## src/rtl/rb_pkg.sv

```systemverilog
package rb_pkg;

   typedef enum logic [1:0] {
      TGT_CNT  = 2'd0,
      TGT_CMP  = 2'd1,
      TGT_CAP  = 2'd2,
      TGT_NONE = 2'd3
   } tgt_e;

   typedef struct packed {
      tgt_e       kind;
      logic       hi;
      logic [7:0] cmp_n;
   } dec_t;

   // Map a register index onto its target: counter first, then compares,
   // then the capture value.
   function automatic dec_t classify(input int unsigned idx,
                                     input logic        hi,
                                     input int unsigned ncmp);
      dec_t d;
      d.hi    = hi;
      d.cmp_n = '0;
      if (idx == 0) begin
         d.kind = TGT_CNT;
      end else if (idx <= ncmp) begin
         d.kind  = TGT_CMP;
         d.cmp_n = 8'(idx - 1);
      end else if (idx == ncmp + 1) begin
         d.kind = TGT_CAP;
      end else begin
         d.kind = TGT_NONE;
      end
      return d;
   endfunction

endpackage

```

## src/rtl/rb_decode.sv

```systemverilog
module rb_decode
   import rb_pkg::*;
#(
   parameter int ADDR_W  = 3,
   parameter int NUM_CMP = 2
) (
   input  logic [ADDR_W-1:0]  addr_i,
   input  logic               wr_i,
   output logic               wr_hi_o,
   output logic               wr_cnt_lo_o,
   output logic [NUM_CMP-1:0] wr_cmp_lo_o,
   output logic               wr_cap_lo_o,
   output dec_t               dec_o
);

   dec_t dec;

   always_comb begin
      dec         = classify(32'(addr_i[ADDR_W-1:1]), addr_i[0], NUM_CMP);
      wr_hi_o     = wr_i && dec.hi && (dec.kind != TGT_NONE);
      wr_cnt_lo_o = wr_i && !dec.hi && (dec.kind == TGT_CNT);
      wr_cap_lo_o = wr_i && !dec.hi && (dec.kind == TGT_CAP);
      for (int k = 0; k < NUM_CMP; k++) begin
         wr_cmp_lo_o[k] = wr_i && !dec.hi && (dec.kind == TGT_CMP)
                          && (dec.cmp_n == 8'(k));
      end
      dec_o = dec;
   end

endmodule

```

## src/rtl/rb_temp.sv

```systemverilog
module rb_temp #(
   parameter int BYTE_W = 8
) (
   input  logic              clk,
   input  logic              rst_n,
   input  logic              wr_load_i,
   input  logic [BYTE_W-1:0] wr_byte_i,
   input  logic              rd_load_i,
   input  logic [BYTE_W-1:0] rd_byte_i,
   output logic [BYTE_W-1:0] tmp_o
);

   logic [BYTE_W-1:0] tmp_q;

   // A bus write owns the holding byte over a read latch in the same cycle.
   always_ff @(posedge clk or negedge rst_n) begin
      if (!rst_n) begin
         tmp_q <= '0;
      end else if (wr_load_i) begin
         tmp_q <= wr_byte_i;
      end else if (rd_load_i) begin
         tmp_q <= rd_byte_i;
      end
   end

   assign tmp_o = tmp_q;


   hi_write_loads_tmp_chk: assert property (@(posedge clk) disable iff (!rst_n)
      wr_load_i |=> tmp_o == $past(wr_byte_i));


   tmp_quiet_chk: assert property (@(posedge clk) disable iff (!rst_n)
      (!wr_load_i && !rd_load_i) |=> $stable(tmp_o));

endmodule

```

## src/rtl/rb_cmp_bank.sv

```systemverilog
module rb_cmp_bank #(
   parameter int BYTE_W  = 8,
   parameter int NUM_CMP = 2
) (
   input  logic                          clk,
   input  logic                          rst_n,
   input  logic [NUM_CMP-1:0]            commit_i,
   input  logic [2*BYTE_W-1:0]           word_i,
   output logic [NUM_CMP*2*BYTE_W-1:0]   val_o,
   output logic [NUM_CMP-1:0]            strobe_o
);

   localparam int WORD_W = 2 * BYTE_W;

   for (genvar ch = 0; ch < NUM_CMP; ch++) begin : g_ch
      logic [WORD_W-1:0] val_q;
      logic              stb_q;

      always_ff @(posedge clk or negedge rst_n) begin
         if (!rst_n) begin
            val_q <= '0;
            stb_q <= 1'b0;
         end else begin
            stb_q <= commit_i[ch];
            if (commit_i[ch]) begin
               val_q <= word_i;
            end
         end
      end

      assign val_o[ch*WORD_W +: WORD_W] = val_q;
      assign strobe_o[ch]               = stb_q;


      cmp_commit_word_chk: assert property (@(posedge clk) disable iff (!rst_n)
         strobe_o[ch] |-> val_o[ch*WORD_W +: WORD_W] == $past(word_i));


      cmp_hold_chk: assert property (@(posedge clk) disable iff (!rst_n)
         !commit_i[ch] |=> $stable(val_o[ch*WORD_W +: WORD_W]));
   end

endmodule

```

## src/rtl/rb_rdsel.sv

```systemverilog
module rb_rdsel
   import rb_pkg::*;
#(
   parameter int BYTE_W  = 8,
   parameter int NUM_CMP = 2
) (
   input  dec_t                         dec_i,
   input  logic [BYTE_W-1:0]            tmp_i,
   input  logic [2*BYTE_W-1:0]          cnt_i,
   input  logic [2*BYTE_W-1:0]          cap_i,
   input  logic [NUM_CMP*2*BYTE_W-1:0]  cmp_i,
   output logic [BYTE_W-1:0]            byte_o,
   output logic                         latch_o,
   output logic [BYTE_W-1:0]            latch_byte_o
);

   localparam int WORD_W = 2 * BYTE_W;

   logic [WORD_W-1:0] word;
   logic              live;

   always_comb begin
      word = '0;
      unique case (dec_i.kind)
         TGT_CNT: word = cnt_i;
         TGT_CAP: word = cap_i;
         TGT_CMP: begin
            for (int k = 0; k < NUM_CMP; k++) begin
               if (dec_i.cmp_n == 8'(k)) begin
                  word = cmp_i[k*WORD_W +: WORD_W];
               end
            end
         end
         default: word = '0;
      endcase

      // Live values pass their upper half through the holding byte.
      live         = (dec_i.kind == TGT_CNT) || (dec_i.kind == TGT_CAP);
      latch_o      = live && !dec_i.hi;
      latch_byte_o = word[WORD_W-1:BYTE_W];
      if (live && dec_i.hi) begin
         byte_o = tmp_i;
      end else if (dec_i.hi) begin
         byte_o = word[WORD_W-1:BYTE_W];
      end else begin
         byte_o = word[BYTE_W-1:0];
      end
   end

endmodule

```

## src/rtl/reg_bridge16.sv

```systemverilog
module reg_bridge16
   import rb_pkg::*;
#(
   parameter int BYTE_W  = 8,
   parameter int NUM_CMP = 2,
   parameter int ADDR_W  = 3
) (
   input  logic                          clk,
   input  logic                          rst_n,
   input  logic [ADDR_W-1:0]             bus_addr_i,
   input  logic [BYTE_W-1:0]             bus_wdata_i,
   input  logic                          bus_wr_i,
   input  logic                          bus_rd_i,
   output logic [BYTE_W-1:0]             bus_rdata_o,
   input  logic [2*BYTE_W-1:0]           cnt_val_i,
   input  logic [2*BYTE_W-1:0]           cap_val_i,
   output logic                          cnt_wr_o,
   output logic [2*BYTE_W-1:0]           cnt_wdata_o,
   output logic [NUM_CMP-1:0]            cmp_wr_o,
   output logic [NUM_CMP*2*BYTE_W-1:0]   cmp_val_o
);

   localparam int WORD_W  = 2 * BYTE_W;
   localparam int NUM_REG = NUM_CMP + 2;
   localparam int IDX_W   = ADDR_W - 1;

   if (BYTE_W < 1) begin : g_bad_byte
      $error("BYTE_W must be at least 1");
   end
   if (NUM_CMP < 1 || NUM_CMP > 255) begin : g_bad_ncmp
      $error("NUM_CMP must lie in 1..255");
   end
   if (IDX_W < 1 || (1 << IDX_W) < NUM_REG) begin : g_bad_addr
      $error("ADDR_W too narrow for the register count");
   end

   logic               wr_hi, wr_cnt_lo, wr_cap_lo;
   logic [NUM_CMP-1:0] wr_cmp_lo;
   dec_t               dec;
   logic [BYTE_W-1:0]  tmp_q;
   logic [BYTE_W-1:0]  rd_byte, latch_byte;
   logic               latch;
   logic [WORD_W-1:0]  commit_word;

   rb_decode #(.ADDR_W(ADDR_W), .NUM_CMP(NUM_CMP)) u_dec (
      .addr_i      (bus_addr_i),
      .wr_i        (bus_wr_i),
      .wr_hi_o     (wr_hi),
      .wr_cnt_lo_o (wr_cnt_lo),
      .wr_cmp_lo_o (wr_cmp_lo),
      .wr_cap_lo_o (wr_cap_lo),
      .dec_o       (dec)
   );

   rb_temp #(.BYTE_W(BYTE_W)) u_tmp (
      .clk       (clk),
      .rst_n     (rst_n),
      .wr_load_i (wr_hi),
      .wr_byte_i (bus_wdata_i),
      .rd_load_i (bus_rd_i && latch),
      .rd_byte_i (latch_byte),
      .tmp_o     (tmp_q)
   );

   assign commit_word = {tmp_q, bus_wdata_i};

   rb_cmp_bank #(.BYTE_W(BYTE_W), .NUM_CMP(NUM_CMP)) u_cmp (
      .clk      (clk),
      .rst_n    (rst_n),
      .commit_i (wr_cmp_lo),
      .word_i   (commit_word),
      .val_o    (cmp_val_o),
      .strobe_o (cmp_wr_o)
   );

   rb_rdsel #(.BYTE_W(BYTE_W), .NUM_CMP(NUM_CMP)) u_rd (
      .dec_i        (dec),
      .tmp_i        (tmp_q),
      .cnt_i        (cnt_val_i),
      .cap_i        (cap_val_i),
      .cmp_i        (cmp_val_o),
      .byte_o       (rd_byte),
      .latch_o      (latch),
      .latch_byte_o (latch_byte)
   );

   always_ff @(posedge clk or negedge rst_n) begin
      if (!rst_n) begin
         bus_rdata_o <= '0;
         cnt_wr_o    <= 1'b0;
         cnt_wdata_o <= '0;
      end else begin
         cnt_wr_o <= wr_cnt_lo;
         if (wr_cnt_lo) begin
            cnt_wdata_o <= commit_word;
         end
         if (bus_rd_i) begin
            bus_rdata_o <= rd_byte;
         end
      end
   end


   cnt_strobe_source_chk: assert property (@(posedge clk) disable iff (!rst_n)
      cnt_wr_o |-> ($past(bus_wr_i) && $past(bus_addr_i) == '0));


   cnt_word_from_tmp_chk: assert property (@(posedge clk) disable iff (!rst_n)
      cnt_wr_o |-> cnt_wdata_o[WORD_W-1:BYTE_W] == $past(tmp_q));


   one_strobe_chk: assert property (@(posedge clk) disable iff (!rst_n)
      $onehot0({cnt_wr_o, cmp_wr_o}));


   rdata_hold_chk: assert property (@(posedge clk) disable iff (!rst_n)
      !bus_rd_i |=> $stable(bus_rdata_o));


   low_read_latch_chk: assert property (@(posedge clk) disable iff (!rst_n)
      (bus_rd_i && latch && !wr_hi) |=> tmp_q == $past(latch_byte));


   cap_write_ignored_chk: assert property (@(posedge clk) disable iff (!rst_n)
      wr_cap_lo |=> (!cnt_wr_o && cmp_wr_o == '0));

endmodule

```

## config.mk

```make
export PLATFORM = sky130hd
export DESIGN_NAME = reg_bridge16
export DESIGN_NICKNAME = d
export VERILOG_FILES = /design/src/rtl/rb_pkg.sv /design/src/rtl/rb_decode.sv /design/src/rtl/rb_temp.sv /design/src/rtl/rb_cmp_bank.sv /design/src/rtl/rb_rdsel.sv /design/src/rtl/reg_bridge16.sv
export SDC_FILE = /design/constraint.sdc
export NUM_CORES = 1
export LEC_CHECK = 0
export BUFFER_PORTS_ARGS = -buffer_cell sky130_fd_sc_hd__buf_4
export CAP_MARGIN = 20
export CORE_MARGIN = 2
export CORE_UTILIZATION = 46
export CTS_CLUSTER_DIAMETER = 50
export DETAILED_ROUTE_END_ITERATION = 16
export PLACE_DENSITY = 0.8
export SYNTH_ARGS = -nofsm -noshare
export SYNTH_HDL_FRONTEND = slang
export SYNTH_SLANG_ARGS = --single-unit
```

## constraint.sdc

```tcl
create_clock -name clk -period 1.2 [get_ports clk]
set_clock_uncertainty 0.1 [all_clocks]
set_input_delay 0.06 -clock clk [delete_from_list [all_inputs] [get_ports clk]]
set_output_delay 0.06 -clock clk [all_outputs]
set_load 0.02 [all_outputs]
```

# Word-level counts from Yosys, hierarchy flattened
# Index checks and enable logic that the tools add are counted.
dict set report totals {
  reg_bits 67
  wordCells 43
  out_inout_bits 59
  in_bits 47
}
dict set report classes {
  n_reduce_logical 16
  n_mux 12
  n_lt_le_gt_ge 1
  eq_ne 5
  addsub 1
}
# cell count
set op_table {}
lappend op_table {{$mux 8} 6}
lappend op_table {{$pmux 16 s3} 1}
lappend op_table {{$mux 16} 2}
lappend op_table {{$logic_and 1x1->1} 10}
lappend op_table {{$eq 8x1->1 const B} 1}
lappend op_table {{$logic_not 8->1} 1}
lappend op_table {{$eq 2x2->1 const B} 2}
lappend op_table {{$logic_not 2->1} 2}
lappend op_table {{$mux 2} 2}
lappend op_table {{$sub 2x1->3 const B} 1}
lappend op_table {{$eq 2x1->1 const B} 1}
lappend op_table {{$le 2x2->1 const B} 1}
lappend op_table {{$ne 2x2->1 const B} 1}
lappend op_table {{$reduce_bool 2->1} 1}
lappend op_table {{$logic_not 1->1} 1}
lappend op_table {{$logic_or 1x1->1} 1}
lappend op_table {{$mux 1} 1}

# Logic depth before layout (Yosys ltp)
dict set report logic_depth {
  word_depth 10
  mapped_depth 7
  mapped_depth_nobuf 5
}

# Hierarchy
# From an unflattened synthesis, not the netlist that was laid out.
dict set report unflattened {
  cells_unflattened 260
  hier_area_um2 3703.6
}
# module area_each_um2 cells_per_inst seq_area_each_um2 n_inst
set by_module_without_submodules {}
lappend by_module_without_submodules {rb_cmp_bank 1363.8 72 850.8 1}
lappend by_module_without_submodules {reg_bridge16 975.9 53 625.6 1}
lappend by_module_without_submodules {rb_rdsel 804.5 78 0.0 1}
lappend by_module_without_submodules {rb_temp 372.9 34 200.2 1}
lappend by_module_without_submodules {rb_decode 186.4 23 0.0 1}

# Least setup slack after synthesis
# Ideal clock, no wire load.
dict set report synth_path {
  path_kind {input-to-reg}
  from {in bus_addr_i[1]}
  to {reg u_tmp.tmp_q[0] (netlist: u_tmp.tmp_o[0])}
  required_ps 974
  path_slack_ps -270
  setup_time_ps 126
  stages 6
  path_buffers 1
  arrival_ps 1244
  path_cell_list {inv_1 -> ha_1 -> buf_4 -> nor3b_2 -> a21oi_1 -> a221o_1}
}
dict set report synth_via {
  elab_chain_len 9
  word_cells_on_any_way 25
  cone_classes {1 x add/sub; 1 x order compare; 5 x eq/ne; 10 x mux; 8 x reduce/logical}
}
# item line_no
set synth_rtl {}
lappend synth_rtl {{start: declaration} reg_bridge16.sv:10} ;# input logic [ADDR_W-1:0] bus_addr_i,
lappend synth_rtl {{$sub 2x1->3, or another cell as far along} rb_pkg.sv:28} ;# d.cmp_n = 8'(idx - 1);
lappend synth_rtl {{$mux 8 / $mux 1 (equally long branches)} {rb_pkg.sv:26, rb_pkg.sv:29}}
lappend synth_rtl {{$mux 8 / $mux 2 (equally long branches)} {rb_pkg.sv:24, rb_pkg.sv:26}}
lappend synth_rtl {{$logic_not 8->1 / $mux 2 (equally long branches)} {rb_rdsel.sv:29, rb_pkg.sv:24}}
lappend synth_rtl {{$mux 16, or another cell as far along} rb_rdsel.sv:29} ;# if (dec_i.cmp_n == 8'(k)) begin
lappend synth_rtl {{$mux 16 / $logic_or 1x1->1 (equally long branches)} {rb_rdsel.sv:29, rb_rdsel.sv:38}}
lappend synth_rtl {{$pmux 16 s3 / $logic_and 1x1->1 (equally long branches)} {rb_rdsel.sv:24, rb_rdsel.sv:39}}
lappend synth_rtl {{$mux 8 / $logic_and 1x1->1 (equally long branches)} {rb_temp.sv:21, reg_bridge16.sv:60}}
lappend synth_rtl {{$mux 8 / $reduce_bool 2->1 (equally long branches)} n/a}
lappend synth_rtl {{end signal: assignment} rb_temp.sv:20} ;# tmp_q <= wr_byte_i;
lappend synth_rtl {{end signal: assignment} rb_temp.sv:22} ;# tmp_q <= rd_byte_i;
lappend synth_rtl {{end: declaration} rb_temp.sv:13} ;# logic [BYTE_W-1:0] tmp_q;
# Parallel ways exist; a longest one is shown, timed or not. The select of a mux whose other input is x is not followed.
# A chain may end at the register's enable or synchronous reset.

# Worst setup path after layout
dict set report layout_path {
  from {reg u_cmp.g_ch[1].val_q[7]}
  to {reg bus_rdata_o[7]}
}
dict set report layout_via {
  elab_chain_len 4
}
# item line_no
set layout_rtl {}
lappend layout_rtl {{start: declaration} rb_cmp_bank.sv:16} ;# logic [WORD_W-1:0] val_q;
lappend layout_rtl {{start signal: assignment} rb_cmp_bank.sv:26} ;# val_q <= word_i;
lappend layout_rtl {{$mux 16} rb_rdsel.sv:29}
lappend layout_rtl {{$pmux 16 s3} rb_rdsel.sv:24} ;# unique case (dec_i.kind)
lappend layout_rtl {{$mux 8} rb_rdsel.sv:43} ;# end else if (dec_i.hi) begin
lappend layout_rtl {{$mux 8} rb_rdsel.sv:41} ;# if (live && dec_i.hi) begin
lappend layout_rtl {{end signal: assignment} reg_bridge16.sv:98} ;# bus_rdata_o <= rd_byte;
lappend layout_rtl {{end: declaration} reg_bridge16.sv:14} ;# output logic [BYTE_W-1:0] bus_rdata_o,
# No other way between the ends.

==> results.ini <==
[cts]
cts_tree=built
htreeDepth=3
clockRootBuffer=clkbuf_8
clock_latency_ns=0.36
cts-buffers-inserted=9
clock_sinks=67
clockBufferDepth=2
clk_pin_slew_worst_paths_ns=0.08

[yosys]
synth_cell_type_count=36
synth_common_cells=67 x dfrtp_1, 41 x mux2_2, 16 x nand2_1
post-synth-top-count-cell=dfrtp_1
synth.avg_cell_area_um2=12.7
ys_ff_latch=67
yosysWarnings=0
synth_edf_count=0
ys_seq_area_share_pct=52.1
synth_async_sr_flop_share_pct=100
synth_top_cell_area_share_pct=52.1
yosysTopAreaCell=dfrtp_1
syn_nets=303
syn_inst=253
synth_area_mm2=0.00322
yosys-top-cells-area=dfrtp_1 52%, mux2_2 14%, mux2i_1 4.7%
synthFlopType=dfrtp_1

[timing]
relSlewSlack_pct=71.2
min_period_ns=1.28
finalHoldViolCount=0
final-max-slew-violation-count=0
finalWorstSetupSlack_ns=-0.0775
worst_pin_slew_ns=0.431
grt_setup_unrepaired=true
max_freq_mhz=783
setup_viol=2
fin_crit_sh_pct=106

[floorplanning]
ios=106
die_x_um=87.7
core_mm2=0.00679
die_h_um=87.7
rows=30
start_util_pct=47.4
dieArea_mm2=0.00768

[critical_path]
start_kind=flop
cp_max_fo=2
slowest_stage=dfrtp_2
critical_path_arrival_ns=1.39
path_cells=mux2_4 -> a222oi_1 -> o311ai_1
crit_path_end_kind=flop
critical_path_required_ns=1.31
path_delay_family=flip-flops
worst-path-buf-inv=0
criticalPathCategory=flop to flop
slowest_delay_ns=0.41
crit_start=u_cmp.g_ch[1].val_q[7]$_DFFE_PN0P_
timing.rr.start=u_cmp.g_ch[1].val_q[7]$_DFFE_PN0P_

[final_layout]
nFillCells=402
layout.cells.non_filler=521
nets=471
synthToLayoutAreaGrowth_pct=59.9
fin_util_pct=75.8
diodes=0
drive_gt1_share_pct=60.7

[routing]
drt-total-wl_um=9890
ant_nets=0
drc=0
drt_iter0_markers=240
wl_per_cell_um=19.0
dr_total_vias=2826
dr.pass1.iters=4
via_per_inst=5.42

[grt]
grt_max_degree=23
grt_use_met3_pct=6.50
grt_pass1_vias=2934
grt.met1_usage_pct=32.9
grt_first_pass_wirelength_um=15100
antenna_found_initial=0
grt_busiest_layer=met2
globalRouteTotalUtil_pct=26.1
grt-ovfl-total=0
use_met2_pct=42.7

[placed_design]
gp_congestion=0.894
dpl.cell_count=487
dp.final_hpwl_um=7270
port_buffers=105
dp_slack_ns=-0.351

[hold_path]
worstHoldPathType=input pin to flop
hp-start=cap_val_i[13]

[job]
maxCapViolations=0

[status]
status=finished, violations left
violations=setup timing

[pwr]
ir_drop_v=0.00114
leakage_nw=2.43
power_density_mw_per_mm2=1730
total_power_mw=8.89

## kinds of logic after synthesis
family                     count (synthesis)  share of synthesized area (%)
DFF                                       67                           52.1
muxes                                     65                           23.2
and+or+nand+nor                           51                           8.51
AOI/OAI and AO/OA                         42                           10.5
buffers and inverters                     25                           4.59
adders and majority gates                  3                           1.17
## layer usage
layer | vias to the layer above | share of wire [%]
met3 | 16 | 7.1
met2 | 129 | 51
met5 | - | 0
met1 | 1402 | 40
li1 | 1279 | -
met4 | 0 | 2.2
## report_power, final
group	internal [mW]	switching, mW	leakage (nW)
Sequential	2.83	0.402	0.835
Clock	1.16	0.925	0.102
Combinational	1.96	1.62	1.49
Total	5.94	2.95	2.43
## registers in the layout (all words and copies together) (netlist names)
signal            flops
cnt_wdata_o          16
u_tmp.tmp_o           8
u_cmp.g_ch.val_q     32
bus_rdata_o           8
cnt_wr_o              1
u_cmp.g_ch.stb_q      2
## metrics by stage
step / hold slack [ns] / setup TNS, ns / cell area (µm²)
6_report: 0.000789 / -0.0899 / 5150
5_1_grt: 0.0302 / -0.334 / 5150
4_1_cts: 0.000633 / -0.0760 / 5000
3_5_place_dp: -0.121 / -16.01 / 4610
3_3_place_gp: -0.122 / -14.55 / 4610
2_1_floorplan: -0.336 / -2.94 / 3380
## final timing paths
check / depth (start not counted) / to / slack (ns)
worst max register to register: 3 / bus_rdata_o[7]$_DFFE_PN0P_ / -0.08
min in group asynchronous: 2 / bus_rdata_o[4]$_DFFE_PN0P_ / 0.04
worst min-delay path: 4 / u_tmp.tmp_o[5]$_DFFE_PN0P_ / 0.0008
worst max-delay path: 3 / bus_rdata_o[7]$_DFFE_PN0P_ / -0.08
worst min register to register: 1 / cnt_wdata_o[8]$_DFFE_PN0P_ / 0.42
max in group asynchronous: 3 / u_cmp.g_ch[0].val_q[8]$_DFFE_PN0P_ / 0.44
## repair_timing
| item | CTS | global route |
|---|---|---|
| hold buffers | 16 | 0 |
| gates resized for setup | 5 | 31 |
| pin swaps | 0 | 11 |
| hold endpoints to repair | 106 | 0 |
| endpoints found under the setup margin | 5 | 30 |
| buffers inserted | 0 | 3 |
## placed cells by master, fill, tap and decap left out, types with 8 or more instances in the layout
cell type,instances
dlygate4sd3_1,16
buf_12,9
mux2_4,10
mux2_2,40
nand3_1,8
buf_6,20
clkbuf_8,9
nand2_1,15
a221o_1,14
dfrtp_1,64
buf_4,132
mux2i_1,13
## worst register-to-register path, stage by stage, from the launching register on
cell,delay [ns]
dfrtp_2,0.41
mux2_4,0.26
a222oi_1,0.23
o311ai_1,0.14
## final cells by class
cell class,instances,area (µm²),share of cell area (%)
sequential,67,1680,32.6
timing repair buffer,177,1560,30.2
multi-input combinational,161,1540,29.8
clock buffer,9,124,2.41
tap,96,120,2.33
clock inverter,6,88.8,1.73
inverter,5,43.8,0.851
(Power assumes the default switching activity.)
